--- src/rtl/wdt_pkg.sv ---
package wdt_pkg;
    localparam int unsigned REG_W = 32;
    localparam int unsigned CTRL_W = 6;
    localparam logic [15:0] KICK_KEY = 16'h4755;

    // byte offsets inside the register window
    localparam int unsigned OFS_COUNT  = 'h00;
    localparam int unsigned OFS_RELOAD = 'h04;
    localparam int unsigned OFS_KICK   = 'h08;
    localparam int unsigned OFS_CTRL   = 'h0C;

    // control word bit positions
    localparam int unsigned CB_EN   = 0;
    localparam int unsigned CB_RST  = 1;
    localparam int unsigned CB_IRQ  = 2;
    localparam int unsigned CB_EXT  = 3;
    localparam int unsigned CB_SLOW = 4;
    localparam int unsigned CB_FULL = 5;

    typedef struct packed {
        logic [CTRL_W-1:0] ctrl;
        logic [REG_W-1:0]  reload;
    } regs_t;

    typedef struct packed {
        logic [REG_W-1:0] cnt;
        logic             halted;
        logic             expire;
    } cd_t;
endpackage

--- src/rtl/wdt_regfile.sv ---
module wdt_regfile
    import wdt_pkg::*;
#(
    parameter int unsigned ADDR_W      = 8,
    parameter logic [31:0] RELOAD_INIT = 32'h03EF1480
) (
    input  logic                clk,
    input  logic                rst_n,
    input  logic                bus_valid,
    input  logic                bus_write,
    input  logic [ADDR_W-1:0]   bus_addr,
    input  logic [REG_W-1:0]    bus_wdata,
    input  logic [REG_W-1:0]    cnt_i,
    output logic [REG_W-1:0]    rdata_o,
    output logic [CTRL_W-1:0]   ctrl_o,
    output logic [REG_W-1:0]    reload_o,
    output logic                load_o
);
    regs_t st_d, st_q;
    logic  aligned, wr, rd;
    logic  hit_count, hit_reload, hit_kick, hit_ctrl;
    logic  en_new, rise;

    always_comb begin
        aligned    = (bus_addr[1:0] == 2'b00);
        wr         = bus_valid && bus_write && aligned;
        rd         = bus_valid && !bus_write && aligned;
        hit_count  = (bus_addr == ADDR_W'(OFS_COUNT));
        hit_reload = (bus_addr == ADDR_W'(OFS_RELOAD));
        hit_kick   = (bus_addr == ADDR_W'(OFS_KICK));
        hit_ctrl   = (bus_addr == ADDR_W'(OFS_CTRL));
        en_new     = bus_wdata[CB_EN];

        st_d = st_q;
        if (wr && hit_reload) begin
            st_d.reload = bus_wdata;
        end
        if (wr && hit_ctrl && (en_new != st_q.ctrl[CB_EN])) begin
            st_d.ctrl = bus_wdata[CTRL_W-1:0];
        end

        rise   = wr && hit_ctrl && en_new && !st_q.ctrl[CB_EN];
        load_o = rise || (wr && hit_kick && (bus_wdata[15:0] == KICK_KEY));

        rdata_o = '0;
        if (rd) begin
            if (hit_count) begin
                rdata_o = cnt_i;
            end else if (hit_reload) begin
                rdata_o = st_q.reload;
            end else if (hit_ctrl) begin
                rdata_o = REG_W'(st_q.ctrl);
            end
        end
    end

    always_ff @(posedge clk) begin
        if (!rst_n) begin
            st_q.ctrl   <= '0;
            st_q.reload <= RELOAD_INIT;
        end else begin
            st_q <= st_d;
        end
    end

    assign ctrl_o   = st_q.ctrl;
    assign reload_o = st_q.reload;
endmodule

--- src/rtl/wdt_prescaler.sv ---
module wdt_prescaler #(
    parameter int unsigned TICK_DIV = 24
) (
    input  logic clk,
    input  logic rst_n,
    input  logic slow_i,
    input  logic clear_i,
    output logic tick_o
);
    generate
        if (TICK_DIV < 2) begin : g_pass
            assign tick_o = 1'b1;
        end else begin : g_div
            localparam int unsigned PW = $clog2(TICK_DIV);
            localparam logic [PW-1:0] LAST = PW'(TICK_DIV - 1);
            logic [PW-1:0] pre_d, pre_q;
            logic          wrap;

            always_comb begin
                wrap  = (pre_q == LAST);
                pre_d = '0;
                if (!clear_i && slow_i && !wrap) begin
                    pre_d = pre_q + 1'b1;
                end
                tick_o = slow_i ? wrap : 1'b1;
            end

            always_ff @(posedge clk) begin
                if (!rst_n) begin
                    pre_q <= '0;
                end else begin
                    pre_q <= pre_d;
                end
            end
        end
    endgenerate
endmodule

--- src/rtl/wdt_countdown.sv ---
module wdt_countdown
    import wdt_pkg::*;
#(
    parameter logic [31:0] CNT_INIT = 32'h03EF1480
) (
    input  logic             clk,
    input  logic             rst_n,
    input  logic             load_i,
    input  logic [REG_W-1:0] load_val_i,
    input  logic             run_i,
    input  logic             tick_i,
    output logic [REG_W-1:0] cnt_o,
    output logic             expire_o
);
    cd_t cd_d, cd_q;

    always_comb begin
        cd_d        = cd_q;
        cd_d.expire = 1'b0;
        if (load_i) begin
            cd_d.cnt    = load_val_i;
            cd_d.halted = 1'b0;
        end else if (run_i && !cd_q.halted && tick_i) begin
            if (cd_q.cnt <= REG_W'(1)) begin
                cd_d.cnt    = '0;
                cd_d.halted = 1'b1;
                cd_d.expire = 1'b1;
            end else begin
                cd_d.cnt = cd_q.cnt - 1'b1;
            end
        end
    end

    always_ff @(posedge clk) begin
        if (!rst_n) begin
            cd_q.cnt    <= CNT_INIT;
            cd_q.halted <= 1'b0;
            cd_q.expire <= 1'b0;
        end else begin
            cd_q <= cd_d;
        end
    end

    assign cnt_o    = cd_q.cnt;
    assign expire_o = cd_q.expire;
endmodule

--- src/rtl/mmio_watchdog.sv ---
module mmio_watchdog
    import wdt_pkg::*;
#(
    parameter int unsigned ADDR_W     = 8,
    parameter int unsigned TICK_DIV   = 24,
    parameter logic [31:0] RESET_LOAD = 32'h03EF1480
) (
    input  logic              clk,
    input  logic              rst_n,
    input  logic              bus_valid,
    input  logic              bus_write,
    input  logic [ADDR_W-1:0] bus_addr,
    input  logic [31:0]       bus_wdata,
    output logic [31:0]       bus_rdata,
    output logic              rst_req_o,
    output logic              irq_o,
    output logic              ext_o,
    output logic              full_chip_o
);
    logic [CTRL_W-1:0] ctrl_w;
    logic [REG_W-1:0]  reload_w, cnt_w;
    logic              load_w, tick_w, expire_w;

    wdt_regfile #(.ADDR_W(ADDR_W), .RELOAD_INIT(RESET_LOAD)) u_regs (
        .clk(clk), .rst_n(rst_n),
        .bus_valid(bus_valid), .bus_write(bus_write),
        .bus_addr(bus_addr), .bus_wdata(bus_wdata),
        .cnt_i(cnt_w), .rdata_o(bus_rdata),
        .ctrl_o(ctrl_w), .reload_o(reload_w), .load_o(load_w)
    );

    wdt_prescaler #(.TICK_DIV(TICK_DIV)) u_pre (
        .clk(clk), .rst_n(rst_n),
        .slow_i(ctrl_w[CB_SLOW]), .clear_i(load_w), .tick_o(tick_w)
    );

    wdt_countdown #(.CNT_INIT(RESET_LOAD)) u_cd (
        .clk(clk), .rst_n(rst_n),
        .load_i(load_w), .load_val_i(reload_w),
        .run_i(ctrl_w[CB_EN]), .tick_i(tick_w),
        .cnt_o(cnt_w), .expire_o(expire_w)
    );

    always_comb begin
        rst_req_o   = expire_w && ctrl_w[CB_RST];
        irq_o       = expire_w && ctrl_w[CB_IRQ];
        ext_o       = expire_w && ctrl_w[CB_EXT];
        full_chip_o = expire_w && ctrl_w[CB_RST] && ctrl_w[CB_FULL];
    end
endmodule

--- config.mk ---
export PLATFORM = sky130hd
export DESIGN_NAME = mmio_watchdog
export DESIGN_NICKNAME = d
export VERILOG_FILES = /design/src/rtl/wdt_pkg.sv /design/src/rtl/wdt_regfile.sv /design/src/rtl/wdt_prescaler.sv /design/src/rtl/wdt_countdown.sv /design/src/rtl/mmio_watchdog.sv
export SDC_FILE = /design/constraint.sdc
export NUM_CORES = 1
export LEC_CHECK = 0
export CAP_MARGIN = 20
export CORE_MARGIN = 2
export CORE_UTILIZATION = 64
export CTS_CLUSTER_DIAMETER = 100
export DETAILED_ROUTE_END_ITERATION = 12
export DONT_BUFFER_PORTS = 1
export PLACE_DENSITY = 0.87
export SLEW_MARGIN = 15
export SYNTH_ARGS = -nofsm -noshare
export SYNTH_HDL_FRONTEND = slang
export SYNTH_HIERARCHICAL = 1
export SYNTH_SLANG_ARGS = --single-unit
--- constraint.sdc ---
create_clock -name clk -period 4 [get_ports clk]
set_clock_uncertainty 0.1 [all_clocks]
set_input_delay 0.2 -clock clk [delete_from_list [all_inputs] [get_ports clk]]
set_output_delay 0.2 -clock clk [all_outputs]
set_load 0.01 [all_outputs]
==> flow_summary.toml, run 1 <==
[detailed_routing]
drt-pass1-iter-count = 7
ant_nets = 0
route.detailed.drc = 0
drt-initial-drc-count = 673
vias = 4616
routed_wl_um = 13400
wl_per_cell_um = 19.4
via_per_inst = 6.70

[worst_setup_path]
r2r-start = "u_cd/cnt_o[9]"
worstPathRequired_ns = 4.11
worstSetupStartpointType = "flip-flop"
worst_ep_arrival_time_ns = 3.52
ff2ff_setup_slack_ns = 0.58
r2r_end = "u_cd/cnt_o[7]"
end_kind = "flip-flop"
worstSetupPathType = "flip-flop to flip-flop"
crit_fanout = 14
ff2ff_path_depth = 5

[yosys]
synthArstFlopShare_pct = 0
ys_seq_area_share_pct = 32.9
syn-num-nets = 661
ys_ff_latch = 77
synth_top_area_share_pct = 32.9
synthDistinctLibCells = 53
yosysTopAreaCell = "dfxtp_1"
synth_edf_count = 0
netlist_top_cells_area = "dfxtp_1 33%, mux2i_1 7.0%, nand2_1 6.6%, nand3_1 6.3%, buf_4 5.3%"
yosysWarnings = 6
synth_area_um2 = 4690
synth-main-ff-cell = "dfxtp_1"
avgSynthCellArea_um2 = 7.64
synthCells = 614

[clock_network]
clock_latency_ns = 0.35
post_cts_buffers = 0
tritoncts = "done"
root_buffer = "clkbuf_8"
clock_path_buffers = 2
cts_buffers = 9
postCtsHoldBufs = 33
htreeDepth = 3
post_cts_resized = 0
cts.sinks = 77
clkTransAtPathRegs_ns = 0.09

[layout]
nets = 632
final_cell_count_no_fill = 689
final_cell_mix = "82 x nand2_1, 77 x dfxtp_1, 59 x nand3_1"
syn_to_final_growth_pct = 7.39
layout_commonest_cell = "nand2_1"
final_core_util_pct = 70.2
n_antenna_cell = 0
drive_above_1_share_pct = 6.10

[grt]
antenna_found_initial = 0
grt_pass1_vias = 4033
overflow = 0
grt_pass1_wl_um = 19700
grt_start_max_net_pins = 76
grt_use_total_pct = 32.0

[floorplan]
die_x_um = 89.6
core-area_um2 = 7180
fp-row-count = 31
start_util_pct = 65.3
die_h_um = 89.6
pin_count = 80
die_area_um2 = 8030

[power]
power.share.combinational_pct = 4.8
p_clk_share_pct = 46.8
seq_power_share_pct = 48.3
p_switching_w = 0.000342
swShare_pct = 21.4
p_int_w = 0.00126
power.density_nw_per_um2 = 318
p_leak_nw = 2.02
irDropWorstVdd_mv = 0.370

[timing]
finalCriticalPeriod_ns = 3.42
relSlewSlack_pct = 37.2
timing.fmax_ghz = 0.293
worst_pin_slew_ns = 0.942
period_share_pct = 85.4
fin_tns_setup_ns = 0
setup_viol = 0
hold_viol = 0
setup_ws_ns = 0.584
rsz0062_at_grt = "no"
slew_viol_final = 0

[worst_hold_path]
hold_depth = 2
min_from = "rst_n"
min-delay-path-class = "input pin to flip-flop"
holdPathEnd = "u_pre/g_div.pre_q[4]"

[job]
drv_cap = 0

[run_status]
outcome = "complete, no violations"

[placement]
dp_slack_ns = 0.695
dp_hpwl_um = 8330
gp_congestion = 0.885
placedCellCount = 639
io_buffers = 0
==> power groups by stage <==
stage / Sequential (W) / Clock [W] / Combinational (W)
2_1_floorplan: 0.000791 / 0 / 0.0000527
3_3_place_gp: 0.000792 / 0 / 0.0000357
3_5_place_dp: 0.000792 / 0 / 0.0000358
4_1_cts: 0.000774 / 0.000749 / 0.0000736
5_1_grt: 0.000775 / 0.000783 / 0.0000816
6_report: 0.000775 / 0.000750 / 0.0000777
==> per-stage QoR <==
step,power (W),cell area (um2),hold WS [ns]
final,0.00160,5030,0.0402
after global routing,0.00164,5030,0.0602
after CTS,0.00160,5010,0.0261
after detailed placement,0.000828,4400,0.191
after global placement,0.000828,4400,0.183
after floorplan,0.000844,4690,0.224
==> registers in the layout, summed over array words and instances, names as in the netlist <==
signal             flops
u_pre/g_div.pre_q      5
u_cd/cd_q              1
u_cd/expire_o          1
u_regs/ctrl_o          6
u_cd/cnt_o            32
u_regs/reload_o       32
==> how the worst max path moves through the flow <==
stage                   from  cells past startpoint              to  slack [ns]
3_5_place_dp   u_cd/cnt_o[9]                      5   u_cd/cnt_o[7]        0.70
2_1_floorplan    bus_addr[5]                      8   u_cd/cnt_o[9]        1.13
3_3_place_gp   u_cd/cnt_o[9]                      5  u_cd/cnt_o[21]        0.73
4_1_cts        u_cd/cnt_o[9]                      5   u_cd/cnt_o[7]        0.69
5_1_grt        u_cd/cnt_o[9]                      5  u_cd/cnt_o[22]        0.52
6_report       u_cd/cnt_o[9]                      5   u_cd/cnt_o[7]        0.58
==> cell families after synthesis <==
logic type / Yosys count / share of synthesized area [%]
flops: 77 / 32.9
buf+inv: 85 / 10.1
mux: 34 / 7.29
simple gates: 296 / 32.4
fa+ha+maj: 3 / 0.801
compound gates: 100 / 13.0
xor+xnor: 19 / 3.55
==> per-layer routing <==
layer / global-route usage, % / share of wire, % / vias to the layer above / routed length [um]
met5: 0 / 0 / - / 0
met2: 49.3 / 46 / 334 / 6160
met3: 6.86 / 13 / 47 / 1760
li1: - / - / 2097 / -
met1: 44.4 / 38 / 2138 / 5140
met4: 11.7 / 2.4 / 0 / 324
==> final cells by class <==
type | instances | area [um2]
fill | 534 | 2140
tap | 99 | 124
inverter | 8 | 30.0
sequential | 77 | 1540
timing repair buffer | 37 | 398
clock inverter | 5 | 106
multi-input combinational | 452 | 2680
clock buffer | 11 | 151
==> worst max-delay path, cell delays in order (launching register included) <==
cell and delay (ns):
dfxtp_1 0.39, or4_1 0.69, or3_1 0.57, or4_1 0.86, nand2_1 0.48, o211ai_1 0.18
==> synth_stat cells, types with 4 or more instances <==
master	count
clkbuf_1	30
xnor2_1	12
and3_1	14
xor2_1	7
o21ai_0	22
nand4_1	4
dfxtp_1	77
nor4_1	8
nor3_1	14
nand3b_1	5
nand3_1	59
a31oi_1	8
buf_1	8
a21oi_1	39
o211a_1	6
or3_1	16
nor2_1	51
buf_4	33
or2_2	5
nor4b_1	4
nand2_1	82
o211ai_1	6
inv_1	8
buf_6	4
or4_1	15
mux2i_1	33
Power figures use the tool's default switching activity.
==> run 2, diff against run 1 <==
--- a/config.mk
+++ b/config.mk
@@ -7,11 +7,11 @@
 export LEC_CHECK = 0
 export CAP_MARGIN = 20
 export CORE_MARGIN = 2
-export CORE_UTILIZATION = 64
+export CORE_UTILIZATION = 58
 export CTS_CLUSTER_DIAMETER = 100
 export DETAILED_ROUTE_END_ITERATION = 12
 export DONT_BUFFER_PORTS = 1
-export PLACE_DENSITY = 0.87
+export PLACE_DENSITY = 0.83
 export SLEW_MARGIN = 15
 export SYNTH_ARGS = -nofsm -noshare
 export SYNTH_HDL_FRONTEND = slang
==> constraint.sdc (replaced) <==
create_clock -name clk -period 2.8 [get_ports clk]
set_clock_uncertainty 0.1 [all_clocks]
set_input_delay 0.14 -clock clk [delete_from_list [all_inputs] [get_ports clk]]
set_output_delay 0.14 -clock clk [all_outputs]
set_load 0.01 [all_outputs]
==> run 2 against run 1 <==
Non-clock buffer count grew 28. Die area grew 9.9%. Combinational power grew 52%. Flip-flop and latch count is the same. Via count grew 2.6%. Final area grew 3.6%. Register-to-register slack lost 0.48 ns. Routed wire length grew 5.5%. Clock power grew 27%. Sequential power grew 43%. Final cell count grew 4.5%. Critical path type unchanged. Critical endpoint is now u_cd/cnt_o[31]. Largest power group unchanged.
==> flow_summary.toml, run 2 (synthesis results as in run 1) <==
[layout]
syn_to_final_growth_pct = 11.3
final_cell_count_no_fill = 720
final_cell_mix = "81 x nand2_1, 77 x dfxtp_1, 59 x nand3_1"
n_antenna_cell = 0
nets = 660
layout_commonest_cell = "nand2_1"
drive_above_1_share_pct = 10.0

[worst_setup_path]
critPathTopFamily = "simple AND/OR/NAND/NOR gates"
crit_path_top_delay_cell = "or4_1"
cp_num_buf_inv = 1
r2r_end = "u_cd/cnt_o[31]"
cp_cell_sequence = "or4_1 > or3_1 > or4_1 > buf_4 > nand3_1 > o32ai_1"
r2r-start = "u_cd/cnt_o[9]"
worstSetupStartpointType = "flip-flop"
end_kind = "flip-flop"
ff2ff_path_depth = 6
crit_fanout = 13
slowest_delay_ns = 0.62
worstSetupPathType = "flip-flop to flip-flop"
worst_ep_arrival_time_ns = 2.80
ff2ff_setup_slack_ns = 0.1
worstPathRequired_ns = 2.90
path_common_cell = "or4_1"

[clock_network]
clock_path_buffers = 2
root_buffer = "clkbuf_8"
cts.sinks = 77
clock_latency_ns = 0.35
post_cts_buffers = 0
htreeDepth = 3
tritoncts = "done"
clkTransAtPathRegs_ns = 0.08
cts_buffers = 9

[grt]
antenna_found_initial = 0
grt_use_total_pct = 32.6
grt_pass1_vias = 4535
overflow = 0
grt_pass1_wl_um = 22500
grt_start_max_net_pins = 77

[timing]
setup_viol = 0
rsz0062_at_grt = "no"
hold_viol = 0
worst_pin_slew_ns = 0.936
timing.fmax_ghz = 0.370
setup_ws_ns = 0.0992
slew_viol_final = 0
holdWs_ns = 0.0325
fin_tns_setup_ns = 0
period_share_pct = 96.5
relSlewSlack_pct = 37.6
finalCriticalPeriod_ns = 2.70

[floorplan]
pin_count = 80
fp-row-count = 32
core-area_um2 = 7770
die_h_um = 93.9
die_x_um = 93.9
die_area_um2 = 8820
start_util_pct = 60.4

[detailed_routing]
wl_per_cell_um = 19.6
vias = 4736
dr_wl_met2_um = 6510
routed_wl_um = 14100
via_per_inst = 6.58
drt-pass1-iter-count = 7
drt-initial-drc-count = 586
met1_length_um = 5540
met3_wirelength_um = 1590
route.detailed.drc = 0
routed.top_layer = "met4"
ant_nets = 0

[worst_hold_path]
hold_depth = 2
min-delay-path-class = "input pin to flip-flop"
min_from = "rst_n"
holdPathEnd = "u_regs/reload_o[18]"

[placement]
gp_congestion = 0.955
dp_slack_ns = 0.0161
placedCellCount = 669
dp_hpwl_um = 9310
io_buffers = 0

[power]
swShare_pct = 22.5
p_switching_w = 0.000490
power.share.combinational_pct = 5.4
p_int_w = 0.00169
power.density_nw_per_um2 = 418
seq_power_share_pct = 50.7
p_leak_nw = 2.13
p_clk_share_pct = 43.9
irDropWorstVdd_mv = 0.345

[run_status]
outcome = "complete, no violations"

[job]
drv_cap = 0
run 2: cell type report:
class	instances	area (um2)
clock inverters	5	83.8
multi-input cells	452	2690
flip-flops and latches	77	1540
inverters	8	30.0
repair buffers	65	606
fillers	635	2550
well taps	102	128
clock buffers	11	141
run 2: how the worst max path moves through the flow:
stage                        startpoint        endpoint  slack [ns]  cells past startpoint
after floorplan             bus_addr[5]   u_cd/cnt_o[9]        0.08                      8
after global placement      bus_addr[5]  u_cd/cnt_o[17]        0.08                      9
after detailed placement    bus_addr[5]   u_cd/cnt_o[3]        0.02                      9
after CTS                 u_cd/cnt_o[9]  u_cd/cnt_o[12]        0.07                      5
after global routing      u_cd/cnt_o[9]  u_cd/cnt_o[29]        0.08                      6
final                     u_cd/cnt_o[9]  u_cd/cnt_o[31]         0.1                      6
run 2: power groups by stage:
stage               sequential, W  clock [W]  combinational [W]
global route              0.00111    0.00100           0.000125
CTS                       0.00110   0.000956           0.000113
global placement          0.00113          0          0.0000561
finish                    0.00111   0.000955           0.000118
floorplan                 0.00113          0          0.0000753
detailed placement        0.00113          0          0.0000575
run 2: repair_timing:
action | in CTS | in global routing
hold buffers | 35 | 0
setup endpoints to repair | 0 | 7
endpoints found under the hold margin | 59 | 0
resized for setup | 0 | 1
run 2: per-layer routing:
metal	track usage (%)	vias up
li1	-	2151
met1	41.5	2199
met2	52.8	324
met3	8.59	62
met4	12.3	0
met5	0	-
run 2: metrics by stage:
step	cell area (um2)	total power (W)	util, %
6_report	5220	0.00218	67.2
5_1_grt	5220	0.00223	67.2
3_5_place_dp	4620	0.00119	59.5
2_1_floorplan	4690	0.00121	-
3_3_place_gp	4620	0.00119	59.5
4_1_cts	5210	0.00217	67.1
